--- config.mk ---
export PLATFORM = sky130hd
export DESIGN_NAME = pio_strobe_timer
export DESIGN_NICKNAME = d
export VERILOG_FILES = /design/src/rtl/pio_timing_pkg.sv /design/src/rtl/pio_timing_decode.sv /design/src/rtl/pio_phase_seq.sv /design/src/rtl/pio_strobe_out.sv /design/src/rtl/pio_strobe_timer.sv
export SDC_FILE = /design/constraint.sdc
export NUM_CORES = 1
export LEC_CHECK = 0
export CORE_ASPECT_RATIO = 1.1
export CORE_MARGIN = 1
export CORE_UTILIZATION = 47
export CTS_CLUSTER_DIAMETER = 40
export DETAILED_ROUTE_END_ITERATION = 6
export DONT_BUFFER_PORTS = 1
export SLEW_MARGIN = 30
export SYNTH_ARGS = -nofsm -noshare
export SYNTH_HDL_FRONTEND = slang
export SYNTH_SLANG_ARGS = --single-unit
--- constraint.sdc ---
create_clock -name clk -period 4.3 [get_ports clk]
set_input_delay 0.86 -clock clk [delete_from_list [all_inputs] [get_ports clk]]
set_output_delay 0.86 -clock clk [all_outputs]
set_load 0.005 [all_outputs]
--- src/rtl/pio_timing_pkg.sv ---
package pio_timing_pkg;

  // Width of one encoded timing byte and of a decoded phase length.
  localparam int TB_W  = 8;
  localparam int LEN_W = 5;

  // Field positions within the timing byte (fixed by the encoding).
  localparam int SU_LSB  = 6;
  localparam int SU_W    = 2;
  localparam int HLD_LSB = 3;
  localparam int HLD_W   = 3;
  localparam int ACT_LSB = 0;
  localparam int ACT_W   = 3;

  typedef logic [LEN_W-1:0] len_t;

  typedef enum logic [1:0] {
    PH_IDLE   = 2'd0,
    PH_SETUP  = 2'd1,
    PH_ACTIVE = 2'd2,
    PH_HOLD   = 2'd3
  } phase_e;

  typedef struct packed {
    len_t setup;
    len_t active;
    len_t hold;
  } timing_t;

  // Setup: linear, code + 1.
  function automatic len_t su_clocks(input logic [SU_W-1:0] code);
    return len_t'(code) + len_t'(1);
  endfunction

  // Hold: linear up to 6, then 8 and 12.
  function automatic len_t hld_clocks(input logic [HLD_W-1:0] code);
    len_t r;
    case (code)
      3'd6:    r = len_t'(8);
      3'd7:    r = len_t'(12);
      default: r = len_t'(code) + len_t'(1);
    endcase
    return r;
  endfunction

  // Active: linear 2..6, then 8, 12, 16.
  function automatic len_t act_clocks(input logic [ACT_W-1:0] code);
    len_t r;
    case (code)
      3'd5:    r = len_t'(8);
      3'd6:    r = len_t'(12);
      3'd7:    r = len_t'(16);
      default: r = len_t'(code) + len_t'(2);
    endcase
    return r;
  endfunction

endpackage

--- src/rtl/pio_timing_decode.sv ---
module pio_timing_decode
  import pio_timing_pkg::*;
(
  input  logic [TB_W-1:0] tbyte_i,
  output timing_t         tim_o
);

  logic [SU_W-1:0]  su_code;
  logic [HLD_W-1:0] hld_code;
  logic [ACT_W-1:0] act_code;

  assign su_code  = tbyte_i[SU_LSB  +: SU_W];
  assign hld_code = tbyte_i[HLD_LSB +: HLD_W];
  assign act_code = tbyte_i[ACT_LSB +: ACT_W];

  always_comb begin
    tim_o.setup  = su_clocks(su_code);
    tim_o.hold   = hld_clocks(hld_code);
    tim_o.active = act_clocks(act_code);
  end

endmodule

--- src/rtl/pio_phase_seq.sv ---
module pio_phase_seq
  import pio_timing_pkg::*;
(
  input  logic    clk,
  input  logic    rst,
  input  logic    start_i,
  input  logic    write_i,
  input  timing_t tim_i,
  input  logic    iordy_en_i,
  input  logic    iordy_i,
  output phase_e  phase_d_o,
  output logic    last_d_o,
  output logic    wr_d_o
);

  localparam len_t ONE = len_t'(1);

  phase_e phase_q, phase_d;
  len_t   cnt_q, cnt_d;
  len_t   act_q, act_d;
  len_t   hold_q, hold_d;
  logic   wr_q, wr_d;
  logic   stall;

  // The pin only matters when the handshake is enabled.
  assign stall = iordy_en_i && !iordy_i;

  always_comb begin
    phase_d = phase_q;
    cnt_d   = cnt_q;
    act_d   = act_q;
    hold_d  = hold_q;
    wr_d    = wr_q;
    unique case (phase_q)
      PH_IDLE: begin
        if (start_i) begin
          phase_d = PH_SETUP;
          cnt_d   = tim_i.setup - ONE;
          act_d   = tim_i.active;
          hold_d  = tim_i.hold;
          wr_d    = write_i;
        end
      end
      PH_SETUP: begin
        if (cnt_q == '0) begin
          phase_d = PH_ACTIVE;
          cnt_d   = act_q - ONE;
        end else begin
          cnt_d = cnt_q - ONE;
        end
      end
      PH_ACTIVE: begin
        if (cnt_q != '0) begin
          cnt_d = cnt_q - ONE;
        end else if (!stall) begin
          phase_d = PH_HOLD;
          cnt_d   = hold_q - ONE;
        end
      end
      PH_HOLD: begin
        if (cnt_q == '0) begin
          phase_d = PH_IDLE;
        end else begin
          cnt_d = cnt_q - ONE;
        end
      end
      default: phase_d = PH_IDLE;
    endcase
  end

  always_ff @(posedge clk) begin
    if (rst) begin
      phase_q <= PH_IDLE;
      cnt_q   <= '0;
      act_q   <= '0;
      hold_q  <= '0;
      wr_q    <= 1'b0;
    end else begin
      phase_q <= phase_d;
      cnt_q   <= cnt_d;
      act_q   <= act_d;
      hold_q  <= hold_d;
      wr_q    <= wr_d;
    end
  end

  assign phase_d_o = phase_d;
  assign last_d_o  = (cnt_d == '0);
  assign wr_d_o    = wr_d;

endmodule

--- src/rtl/pio_strobe_out.sv ---
module pio_strobe_out
  import pio_timing_pkg::*;
(
  input  logic   clk,
  input  logic   rst,
  input  phase_e phase_d_i,
  input  logic   last_d_i,
  input  logic   wr_d_i,
  output logic   rd_strobe_o,
  output logic   wr_strobe_o,
  output logic   busy_o,
  output logic   done_o
);

  always_ff @(posedge clk) begin
    if (rst) begin
      rd_strobe_o <= 1'b0;
      wr_strobe_o <= 1'b0;
      busy_o      <= 1'b0;
      done_o      <= 1'b0;
    end else begin
      rd_strobe_o <= (phase_d_i == PH_ACTIVE) && !wr_d_i;
      wr_strobe_o <= (phase_d_i == PH_ACTIVE) &&  wr_d_i;
      busy_o      <= (phase_d_i != PH_IDLE);
      done_o      <= (phase_d_i == PH_HOLD) && last_d_i;
    end
  end

endmodule

--- src/rtl/pio_strobe_timer.sv ---
module pio_strobe_timer
  import pio_timing_pkg::*;
#(
  parameter int N_PORTS = 2
) (
  input  logic            clk,
  input  logic            rst,
  input  logic            start_i,
  input  logic            write_i,
  input  logic            cmd_port_i,
  input  logic [TB_W-1:0] data_timing_i,
  input  logic [TB_W-1:0] cmd_timing_i,
  input  logic            iordy_en_i,
  input  logic            iordy_i,
  output logic            rd_strobe_o,
  output logic            wr_strobe_o,
  output logic            busy_o,
  output logic            done_o
);

  logic [TB_W-1:0] tbyte_w [N_PORTS];
  timing_t         tim_w   [N_PORTS];
  timing_t         tim_sel;
  phase_e          phase_d;
  logic            last_d;
  logic            wr_d;

  assign tbyte_w[0] = data_timing_i;
  assign tbyte_w[1] = cmd_timing_i;

  // One decoder per timing byte; the port flag picks the result.
  for (genvar gi = 0; gi < N_PORTS; gi++) begin : g_dec
    pio_timing_decode u_dec (
      .tbyte_i (tbyte_w[gi]),
      .tim_o   (tim_w[gi])
    );
  end

  assign tim_sel = cmd_port_i ? tim_w[1] : tim_w[0];

  pio_phase_seq u_seq (
    .clk        (clk),
    .rst        (rst),
    .start_i    (start_i),
    .write_i    (write_i),
    .tim_i      (tim_sel),
    .iordy_en_i (iordy_en_i),
    .iordy_i    (iordy_i),
    .phase_d_o  (phase_d),
    .last_d_o   (last_d),
    .wr_d_o     (wr_d)
  );

  pio_strobe_out u_out (
    .clk         (clk),
    .rst         (rst),
    .phase_d_i   (phase_d),
    .last_d_i    (last_d),
    .wr_d_i      (wr_d),
    .rd_strobe_o (rd_strobe_o),
    .wr_strobe_o (wr_strobe_o),
    .busy_o      (busy_o),
    .done_o      (done_o)
  );

endmodule

==> impl_metrics.yaml, run 1 <==
outcome:
  status: "complete, no violations"
timing:
  finalHoldViolCount: 0
  finClkSkew_ns: 0.00444
  drv_slew: 0
  tightestPinTransition_ns: 0.656
  holdWs_ns: 0.487
  finalCritPeriodShare: 0.495
  slew_headroom: 0.561
  fmax_mhz: 469
  setup_viol: 0
  setup_tns_ns: 0
  rsz0062_at_grt: "no"
  period_minus_slack_ns: 2.13
clock_tree:
  clkTransAtPathRegs_ns: 0.12
  cts_buffer_depth: 2
  postCtsSetupBuffers: 0
  ctsHoldBuffers: 0
  insertion_delay_ns: 0.30
  cts_sinks: 21
  cts_htree_levels: 1
  numCtsBuffers: 3
  cts-root-buf: "clkbuf_4"
  ctsResizeCount: 0
  cts_tree: "built"
synth:
  synthArstFlopShare: 0
  synth_nets: 202
  synth.largest_area_cell: "dfxtp_1"
  netlist_instances: 174
  synth_edf_count: 0
  ys_top_cells_by_count: "dfxtp_1 (21), nor2_1 (15), nand2_1 (13)"
  synthesis.area_um2: 1410
  yosys.cell_count.top_type: "dfxtp_1"
  yosysWarnings: 0
  yosysSeqAreaShare: 0.299
  synth_area_per_cell_um2: 8.08
  ys_ff_latch: 21
  synth_cell_types: 47
  yosysTopAreaCellShare: 0.299
  synth_area_leaders: "dfxtp_1 (30%), ha_1 (4.5%), a21oi_1 (4.3%), o21ai_0 (4.3%), nor2_1 (4.0%)"
  synth_ff_type: "dfxtp_1"
global_route:
  grt_max_degree: 20
  grt_usage: 0.202
  antenna_found_initial: 0
  grt-ovfl-total: 0
  grt_pass1_vias: 1139
  grt_pass1_wl_um: 4750
pwr:
  p_seq_frac: 0.370
  power_leakage_nw: 0.531
  p_int_mw: 0.513
  switching_share: 0.445
  p_comb_frac: 0.527
  switchingPower_mw: 0.412
  pwr-share-clk: 0.103
  peakVddDrop_uv: 273
  power_density_nw_per_um2: 647
worst_setup_path:
  cp.required_ns: 4.56
  crit_fanout: 12
  r2r_start: "u_seq.cnt_q[0]$_SDFF_PP0_"
  startpoint: "u_seq.cnt_q[0]$_SDFF_PP0_"
  path_class: "reg2reg"
  arrival_ns: 2.39
  startpoint_type: "flip-flop"
  crit_path_end_kind: "flip-flop"
  crit_chain: "inv_1, ha_1, nor4b_4, nand3_1, a221oi_2, and2_1, and4_1"
  cp_num_buf_inv: 1
  critPathTopFamily: "simple AND/OR/NAND/NOR gates"
  slowest_stage: "nor4b_4"
  cp_slowest_stage_delay_ns: 0.59
place:
  dp_hpwl_um: 2280
  gp_congestion: 0.874
  port-buffer-count: 0
floorplan:
  core_um2: 2800
  initial_core_util: 0.501
  die_x_um: 54.1
  die_h_um: 59.3
  dieArea_um2: 3210
  rows: 20
  pin_count: 27
final_layout:
  area_delta_synth_final_pct: 1.78
  n_antenna_cell: 0
  fin_util: 0.510
  drive_above_1_share: 0.0651
  nets: 198
detailed_routing:
  vias: 1207
  wire_per_inst_um: 14.7
  wl_um: 2970
  drt_iter0_markers: 18
  drc: 0
  firstDrtPassIters: 4
  via_per_inst: 5.98
  ant_nets: 0
min_path:
  hp-class: "reg2reg"
  hp-start: "u_seq.hold_q[3]$_SDFFE_PP0P_"
flow_run:
  maxCapViolations: 0
## state kept, by name, indices dropped and copies added (netlist names)
name / flops
u_seq.wr_q: 1
u_seq.hold_q: 4
u_seq.cnt_q: 5
u_out.wr_strobe_o: 1
u_out.busy_o: 1
u_seq.phase_q: 2
u_out.rd_strobe_o: 1
u_seq.act_q: 5
u_out.done_o: 1
## worst paths after layout
| check | cells after the start | slack [ns] | endpoint |
|---|---|---|---|
| worst max-delay path | 7 | 2.17 | u_out.done_o$_SDFF_PP0_ |
| worst min-delay path | 2 | 0.49 | u_seq.hold_q[3]$_SDFFE_PP0P_ |
| worst max register to register | 7 | 2.17 | u_out.done_o$_SDFF_PP0_ |
| worst min register to register | 2 | 0.49 | u_seq.hold_q[3]$_SDFFE_PP0P_ |
## cells in the final DEF (no fill, tap or decap), drive strengths merged, types with 2 or more instances in the layout
cell / instances
xnor2: 3
nor2b: 6
nand2b: 2
nor2: 15
nand3b: 2
nor3b: 5
xor2: 5
a211oi: 7
and2: 2
nand2: 13
nand3: 5
a221oi: 4
nor3: 4
inv: 10
o21ai: 13
o221ai: 2
dfxtp: 21
a31oi: 3
mux2i: 4
o211ai: 4
or3: 2
ha: 5
a21oi: 12
clkbuf: 3
## power groups by stage
stage               Combinational, mW  Clock (mW)  Sequential, mW
floorplan                       0.453           0           0.309
global placement                0.486           0           0.347
detailed placement              0.485           0           0.346
CTS                             0.488      0.0987           0.341
global route                    0.546       0.104           0.354
finish                          0.487      0.0952           0.342
## worst register-to-register path: stages, from the launching register on
cell and delay, ns:
dfxtp_1 0.38, inv_1 0.08, ha_1 0.22, nor4b_4 0.59, nand3_1 0.18, a221oi_2 0.29, and2_1 0.15, and4_1 0.19
## cells by family (layout without fill, tap and decap cells)
kind of cell,Yosys count,in the layout,share of synthesized area
and+or+nand+nor,62,62,0.253
AOI/OAI and AO/OA,55,55,0.267
DFF,21,21,0.299
buffers and inverters,19,14,0.0579
xor gates and xnor gates,8,8,0.0499
adders and majority gates,5,5,0.0445
muxes,4,4,0.0285
## per-stage QoR
stage | setup slack (ns) | cell area [um2] | instances | power (mW)
detailed placement | 2.08 | 1400 | 198 | 0.831
global route | 1.97 | 1430 | 202 | 1.00
finish | 2.17 | 1430 | 202 | 0.925
floorplan | 2.41 | 1410 | 174 | 0.762
CTS | 2.18 | 1430 | 202 | 0.927
global placement | 2.11 | 1400 | 198 | 0.833
## layer usage
| layer | routed length [um] | global-route usage |
|---|---|---|
| met5 | 0 | 0 |
| met4 | 28 | 0.0842 |
| met3 | 119 | 0.0231 |
| met2 | 1440 | 0.328 |
| met1 | 1390 | 0.268 |
## final cells by class
cell class	instances	area, um2
flip-flops and latches	21	420
clock buffers	3	22.5
multi-input cells	134	903
well taps	33	41.3
clock inverters	1	5.00
inverters	10	37.5
fillers	287	1370
(Power assumes the default switching activity.)
==> run 2, diff against run 1 <==
==> constraint.sdc (replaced) <==
create_clock -name clk -period 1.9 [get_ports clk]
set_input_delay 0.38 -clock clk [delete_from_list [all_inputs] [get_ports clk]]
set_output_delay 0.38 -clock clk [all_outputs]
set_load 0.005 [all_outputs]
==> run 2 against run 1 <==
Combinational power grew to 2.9 times the previous value. Register-to-register slack worse by 2.0 ns. First-iteration DRC count is 110% higher. Sequential power is 110% higher. Hold slack worse by 0.36 ns. Final area is 5.9% higher. Setup slack worse by 2.0 ns. Clock skew hardly changed. Utilization is 3.0 points higher. Via count is 6.7% higher. Sequential share of layout area is 1.7 points lower.
==> impl_metrics.yaml, run 2 (synthesis gave the netlist of run 1 again) <==
timing:
  finalHoldViolCount: 0
  finClkSkew_ns: 0.00469
  fmax_mhz: 575
  finalCritPeriodShare: 0.915
  setup_tns_ns: 0
  drv_slew: 0
  rsz0062_at_grt: "no"
  tightestPinTransition_ns: 0.359
  setup_viol: 0
  setup_ws_ns: 0.161
  period_minus_slack_ns: 1.74
  slew_headroom: 0.758
pwr:
  switching_share: 0.433
  p_int_mw: 1.35
  power_leakage_nw: 0.577
  p_seq_frac: 0.306
  finalPower_mw: 2.38
  peakVddDrop_uv: 989
  p_comb_frac: 0.600
  switchingPower_mw: 1.03
  power_density_nw_per_um2: 1570
  pwr-share-clk: 0.094
detailed_routing:
  ant_nets: 0
  wl_um: 3270
  via_per_inst: 6.10
  vias: 1288
  drc: 0
  wire_per_inst_um: 15.5
  drt_iter0_markers: 38
  firstDrtPassIters: 4
final_layout:
  layout_commonest_cell: "dfxtp_1"
  nets: 207
  area_delta_synth_final_pct: 7.84
  n_antenna_cell: 0
  drive_above_1_share: 0.124
  top_regs: "u_seq.act_q (5), u_seq.cnt_q (5), u_seq.hold_q (4)"
  fill_cells: 287
  final_cell_mix: "dfxtp_1 (21), nor2_1 (15), nand2_1 (13)"
clock_tree:
  clkTransAtPathRegs_ns: 0.13
  insertion_delay_ns: 0.30
  numCtsBuffers: 3
  cts-root-buf: "clkbuf_4"
  cts_htree_levels: 1
  cts_tree: "built"
  cts_sinks: 21
  cts_buffer_depth: 2
global_route:
  grt_pass1_vias: 1277
  grt-ovfl-total: 0
  grt_pass1_wl_um: 5570
  grt_usage: 0.235
  grt_max_degree: 20
  antenna_found_initial: 0
place:
  dp_slack_ns: 0.104
  port-buffer-count: 0
  dp_hpwl_um: 2510
  gp_congestion: 0.986
worst_setup_path:
  startpoint_type: "flip-flop"
  crit_path_end_kind: "flip-flop"
  path_class: "reg2reg"
  crit_fanout: 5
  cp.required_ns: 2.11
  arrival_ns: 1.95
floorplan:
  rows: 20
  pin_count: 27
  dieArea_um2: 3210
  die_h_um: 59.3
  initial_core_util: 0.501
  die_x_um: 54.1
  core_um2: 2800
flow_run:
  maxCapViolations: 0
min_path:
  hp-class: "in2reg"
outcome:
  status: "complete, no violations"
==> run 2: cell types whose count changed in the layout (fill, tap and decap cells not counted) <==
cell	delta
a22oi_2	+1
ha_1	-1
a22oi_1	-1
ha_4	+1
buf_4	+9
==> run 2: per-layer routing <==
| metal | vias to the layer above | track usage | part of all wire |
|---|---|---|---|
| met3 | 2 | 0.0308 | 0.031 |
| met2 | 26 | 0.409 | 0.50 |
| met5 | - | 0 | 0 |
| met1 | 620 | 0.294 | 0.46 |
| met4 | 0 | 0.0733 | 0.0055 |
| li1 | 640 | - | - |
==> run 2: what timing repair did <==
| action | 4_1_cts | 5_1_grt |
|---|---|---|
| hold buffers | 0 | 0 |
| setup endpoints to repair | 0 | 1 |
| buffers inserted | 0 | 2 |
| resized for setup | 0 | 3 |
==> run 2: through the flow <==
stage          utilization  instance area [um2]  instances  hold slack, ns
2_1_floorplan            -                 1410        174           0.458
3_3_place_gp         0.519                 1460        205           0.452
3_5_place_dp         0.519                 1460        205           0.454
4_1_cts              0.529                 1480        209           0.113
5_1_grt              0.541                 1520        211          0.0994
6_report             0.541                 1520        211           0.123
==> run 2: power groups by stage <==
stage	Sequential, mW	Combinational, mW	Clock, mW
6_report	0.727	1.43	0.223
5_1_grt	0.750	1.57	0.252
3_5_place_dp	0.737	1.30	0
2_1_floorplan	0.698	1.03	0
3_3_place_gp	0.733	1.29	0
4_1_cts	0.727	1.32	0.229
==> run 2: worst max-delay path, cell delays in order (launching register included) <==
cell and delay, ns:
dfxtp_1 0.35, inv_1 0.10, ha_4 0.16, nor4b_4 0.25, buf_4 0.20, nand2_1 0.09, o211ai_1 0.24, a31oi_1 0.07
and4_1 0.19
==> run 2: layout make-up <==
| class | count | area [um2] | share of cell area |
|---|---|---|---|
| clock buffer | 3 | 22.5 | 0.0149 |
| clock inverter | 1 | 5.00 | 0.00330 |
| inverter | 10 | 37.5 | 0.0248 |
| multi-input combinational | 134 | 921 | 0.608 |
| sequential | 21 | 420 | 0.277 |
| tap | 33 | 41.3 | 0.0273 |
| timing repair buffer | 9 | 67.6 | 0.0446 |
==> run 2: final timing paths <==
path,from,to,slack (ns),cells past startpoint
max,u_seq.cnt_q[1]$_SDFF_PP0_,u_out.done_o$_SDFF_PP0_,0.16,8
min reg2reg,u_seq.act_q[1]$_SDFFE_PP0P_,u_seq.act_q[1]$_SDFFE_PP0P_,0.50,2
min,rst,u_seq.hold_q[3]$_SDFFE_PP0P_,0.12,1
max reg2reg,u_seq.cnt_q[1]$_SDFF_PP0_,u_out.done_o$_SDFF_PP0_,0.16,8
